**src/rtl/pulse_stamp_counter.sv**
```systemverilog
module pulse_stamp_counter #(
  parameter int CNT_W = 32,
  parameter int TS_W  = 32
) (
  input  logic             clk,
  input  logic             rst,
  input  logic             pulse_in,
  input  logic             both_edges,
  input  logic             sample_strobe,
  input  logic             rd_req,
  output logic [CNT_W-1:0] rd_count,
  output logic [TS_W-1:0]  rd_stamp,
  output logic             rd_valid,
  output logic [CNT_W-1:0] snap_count
);

  localparam int FILL_W = 3;

  logic              s1, s2, prev;
  logic [FILL_W-1:0] fill;
  logic [TS_W-1:0]   cyc;
  logic [TS_W-1:0]   last_ts;
  logic [CNT_W-1:0]  edge_cnt;
  logic              hit;

  assign hit = fill[FILL_W-1] & (both_edges ? (s2 ^ prev) : (s2 & ~prev));

  always_ff @(posedge clk) begin
    if (rst) begin
      s1   <= 1'b0;
      s2   <= 1'b0;
      prev <= 1'b0;
      fill <= '0;
    end else begin
      s1   <= pulse_in;
      s2   <= s1;
      prev <= s2;
      fill <= {fill[FILL_W-2:0], 1'b1};
    end
  end

  always_ff @(posedge clk) begin
    if (rst) begin
      cyc      <= '0;
      edge_cnt <= '0;
      last_ts  <= '0;
    end else begin
      cyc <= cyc + {{(TS_W-1){1'b0}}, 1'b1};
      if (hit) begin
        edge_cnt <= edge_cnt + {{(CNT_W-1){1'b0}}, 1'b1};
        last_ts  <= cyc;
      end
    end
  end

  always_ff @(posedge clk) begin
    if (rst) begin
      rd_count   <= '0;
      rd_stamp   <= '0;
      rd_valid   <= 1'b0;
      snap_count <= '0;
    end else begin
      rd_valid <= rd_req;
      if (rd_req) begin
        rd_count <= edge_cnt;
        rd_stamp <= last_ts;
      end
      if (sample_strobe)
        snap_count <= edge_cnt;
    end
  end

  assert_cycle_step_R5: assert property (@(posedge clk) disable iff (rst)
    1'b1 |=> cyc == $past(cyc) + {{(TS_W-1){1'b0}}, 1'b1});

  assert_quiet_until_filled_R2: assert property (@(posedge clk) disable iff (rst)
    !fill[FILL_W-1] |=> $stable(edge_cnt));

  assert_count_steps_by_one_R4: assert property (@(posedge clk) disable iff (rst)
    1'b1 |=> (edge_cnt == $past(edge_cnt)) ||
             (edge_cnt == $past(edge_cnt) + {{(CNT_W-1){1'b0}}, 1'b1}));

  assert_stamp_holds_R6: assert property (@(posedge clk) disable iff (rst)
    $stable(edge_cnt) |-> $stable(last_ts));

  assert_valid_follows_req_R7: assert property (@(posedge clk) disable iff (rst)
    rd_req |=> rd_valid);

  assert_valid_only_after_req_R7: assert property (@(posedge clk) disable iff (rst)
    !rd_req |=> !rd_valid);

  assert_read_pre_update_R8: assert property (@(posedge clk) disable iff (rst)
    rd_req |=> rd_count == $past(edge_cnt) && rd_stamp == $past(last_ts));

  assert_snap_holds_R9: assert property (@(posedge clk) disable iff (rst)
    !sample_strobe |=> $stable(snap_count));

endmodule

```
**config.mk**
```make
export PLATFORM = sky130hd
export DESIGN_NAME = pulse_stamp_counter
export DESIGN_NICKNAME = d
export VERILOG_FILES = /design/src/rtl/pulse_stamp_counter.sv
export SDC_FILE = /design/constraint.sdc
export NUM_CORES = 1
export LEC_CHECK = 0
export ABC_AREA = 1
export BUFFER_PORTS_ARGS = -buffer_cell sky130_fd_sc_hd__buf_2
export CORE_ASPECT_RATIO = 1.5
export CORE_MARGIN = 2
export CORE_UTILIZATION = 44
export CTS_CLUSTER_DIAMETER = 150
export DETAILED_ROUTE_END_ITERATION = 8
export SLEW_MARGIN = 20
export SYNTH_ARGS = -nofsm -noshare
export SYNTH_HDL_FRONTEND = slang
export SYNTH_SLANG_ARGS = --single-unit
```
**constraint.sdc**
```tcl
create_clock -name clk -period 1.83 [get_ports clk]
set_input_delay 0.0915 -clock clk [delete_from_list [all_inputs] [get_ports clk]]
set_output_delay 0.0915 -clock clk [all_outputs]
set_load 0.02 [all_outputs]
```
==> key figures <==
Floorplanning
  • Die footprint: 18940 µm²
  • Std-Cell Rows: 59
  • Ports: 103
  • Die X: 113.0 µm
  • Die Span Y: between 150 and 200 µm
  • Initial core utilization: 0.4504
  • Core Footprint: 17420 µm²

Cells and area
  • Antenna fix cells: 0
  • Nets: ~1.2k
  • Finished Cell Area: 9276 µm²
  • Share of layout cells above drive strength 1: 0.1515
  • Layout area overhead: 18.21%
  • Fillers: around 1.8k

STA
  • Final Max Tran Viols: 0
  • Worst slew pin tran: around 0.54 ns
  • Final setup violation count: 0
  • Clock skew: 0.01012 ns
  • Fin crit share: 0.8888
  • Fmax: 0.6148 GHz
  • RSZ-0062 raised after global routing: true
  • Final Hold Fails: 0
  • Setup TNS Final: 0 ns
  • Post-layout min period: 1.627 ns
  • Worst slew margin: 0.6409
  • Worst setup margin: 0.2035 ns

Drt
  • DRT Pass-1 Iters: 6
  • Via count: 7032
  • Antenna Nets Post-Route: 0
  • DR vias/cell: 5.066
  • DRC viols: 3
  • Drt wl/cell: 14.54 µm
  • DRT iter0 DRCs: 376
  • Total routed wirelength: ~20000 µm

Synthesis
  • Ranking of synthesized cells by area: dfxtp_1, o21ai_0, nor2_1
  • Synth top area share: 0.5077
  • Synth area leader: dfxtp_1
  • Sequential fraction of the synthesis area: 0.5077
  • Synth unique cells: 23
  • Mapped Cells: roughly 1.1k
  • Flop and latch count out of synthesis: approximately 200
  • Post-Syn Area per Cell: approximately 7.4 µm²
  • Post-synthesis cell area: 7848 µm²
  • Synth Warn #: 0
  • Syn Nets: 1075

Worst setup path
  • Crit-path cells: inv_1, ha_1, nand2_1, nand3_2, nor2_4, nand2_1, nor2_1, nand2_1, nand2_1, nor2_1
  • Critical-path maximum fanout: 6
  • CP max-delay cell: dfxtp_1
  • Worst setup SP type: flop
  • Worst reg2reg setup slack: 0.20 ns
  • Most frequent CP cell: nand2_1
  • CP Data Required Time: 2.15 ns
  • Setup CP Type: reg -> reg
  • CP max stage delay: 0.31 ns
  • Endpoint class of the critical path: flop
  • Critical Path AT: 1.95 ns

GRT
  • Initial antenna violation count: 0
  • Gr usage total: 0.2209
  • GRT overflow: 0
  • Global-route wire length before repair: 33520 µm
  • Vias in the first global route: 6803
  • Largest net degree at the start of global routing: 65

CTS
  • CTS Buf Count: 17
  • Maximum buffer depth of the clock tree: 2
  • # clock sinks: slightly below 200
  • CTS clk-pin slew, worst paths: 0.08 ns
  • Post-CTS setup buffer count: 0
  • Clk_lat worst skew: between 0.4 and 0.5 ns
  • Clock root buffer: clkbuf_16
  • CTS tree: done
  • CTS H-Tree Depth: 4

Power and ir drop
  • Clock power frac: 0.427
  • Sw Pwr: 2.277 mW
  • Power Internal: approximately 6.7 mW
  • Combinational share of power: 0.070
  • Worst vdd ir: 0.7106 mV
  • Pleak: 3.743 nW
  • Register share of total power: 0.504
  • Sw Ratio: 0.2527
  • P per Cell Area: 971.4 nW/µm²

Run status
  • Failing checks: design-rule violations
  • Status: complete, but fails checks

Placement
  • Post-placement cell area: 8666 µm²
  • Pre-CTS WS: 0.1692 ns
  • Input/output buffers: 102
  • DP HPWL: 14640 µm
  • Routability cong.: 0.9039

Flow run
  • Maxcap violations: 0

Hold path
  • HP Class: in -> reg
[cells by family after synthesis]
logic type | after synthesis | synth area share
and+or+nand+nor | 438 | 0.2345
AOI/OAI and AO/OA | 276 | 0.1770
DFF | 199 | 0.5077
buffers and inverters | 147 | 0.07270
xor gates and xnor gates | 3 | 0.003349
adders and majority gates | 3 | 0.004784
[critical path: cells and delay by family, from the launching register on]
| kind | cells | cell delay, ns |
|---|---|---|
| fa+ha+maj | 1 | 0.25 |
| flops | 1 | 0.31 |
| buf+inv | 1 | 0.04 |
| simple gates | 8 | 0.90 |
[cells in the final DEF (no fill, tap or decap), types with 10 or more instances in the layout]
master     instances
nand2_1          149
nor3_1            14
inv_1             96
nand3_1           41
dfxtp_1          199
buf_4             18
nor2_1           201
buf_2            102
a21oi_1          116
clkbuf_16         17
o21ai_0          156
nand4_1           10
[cells in the mapped netlist (all sizes together)]
cell type / instances
o21ai: 157
nor3: 17
clkbuf: 35
buf: 14
nand3: 44
xor2: 3
nand4: 10
inv: 98
nor2: 211
ha: 3
o21bai: 3
and2: 1
a21oi: 116
nand2: 153
nand3b: 2
dfxtp: 199
[per-layer routing]
layer / vias up / track usage / wire (µm)
met5: - / 0 / 0
met4: 0 / 0.09332 / 637
met3: 42 / 0.03692 / 508
met2: 111 / 0.4129 / 11000
met1: 3211 / 0.2423 / 8030
li1: 3668 / - / -
[cell type report]
type                       count  area [µm²]  share of cell area
clock inverter                13       162.7             0.01753
inverter                      98       369.1             0.03979
sequential                   199        3984              0.4295
multi-input combinational    720        3298              0.3555
clock buffer                  18       429.2             0.04626
tap                          213       266.5             0.02873
timing repair buffer         127       767.0             0.08268
[final timing paths]
check	start	to	cells past startpoint
worst max-delay path	prev	edge_cnt[26]	10
worst min-delay path	sample_strobe	snap_count[28]	2
worst max register to register	prev	edge_cnt[26]	10
worst min register to register	fill[0]	fill[1]	2
[registers in the layout, indices dropped and copies added (netlist names), 3 cells and up]
register	cells
last_ts	32
rd_stamp	32
cyc	32
fill	3
rd_count	32
edge_cnt	32
snap_count	32
[per-stage QoR]
stage / hold slack [ns] / utilization / cells / power [mW]
detailed placement: 0.3364 / 0.4974 / 1356 / 5.274
global route: 0.08288 / 0.5325 / 1388 / 9.352
floorplan: 0.1985 / - / 1066 / 5.049
CTS: 0.06632 / 0.5320 / 1388 / 9.089
finish: 0.07453 / 0.5325 / 1388 / 9.011
global placement: 0.3350 / 0.4974 / 1356 / 5.267
[power groups by stage]
stage	clock network (mW)	logic (mW)	registers (mW)
final	3.85	0.627	4.54
after global routing	4.09	0.704	4.55
after CTS	3.91	0.638	4.54
after detailed placement	0	0.633	4.64
after global placement	0	0.627	4.64
after floorplan	0	0.280	4.77
[what timing repair did]
action	in CTS	in global routing
hold buffers	1	0
endpoints found under the setup margin	0	10
gates resized for setup	0	3
endpoints found under the hold margin	1	0
No activity file was read; power rests on OpenSTA's default activity.
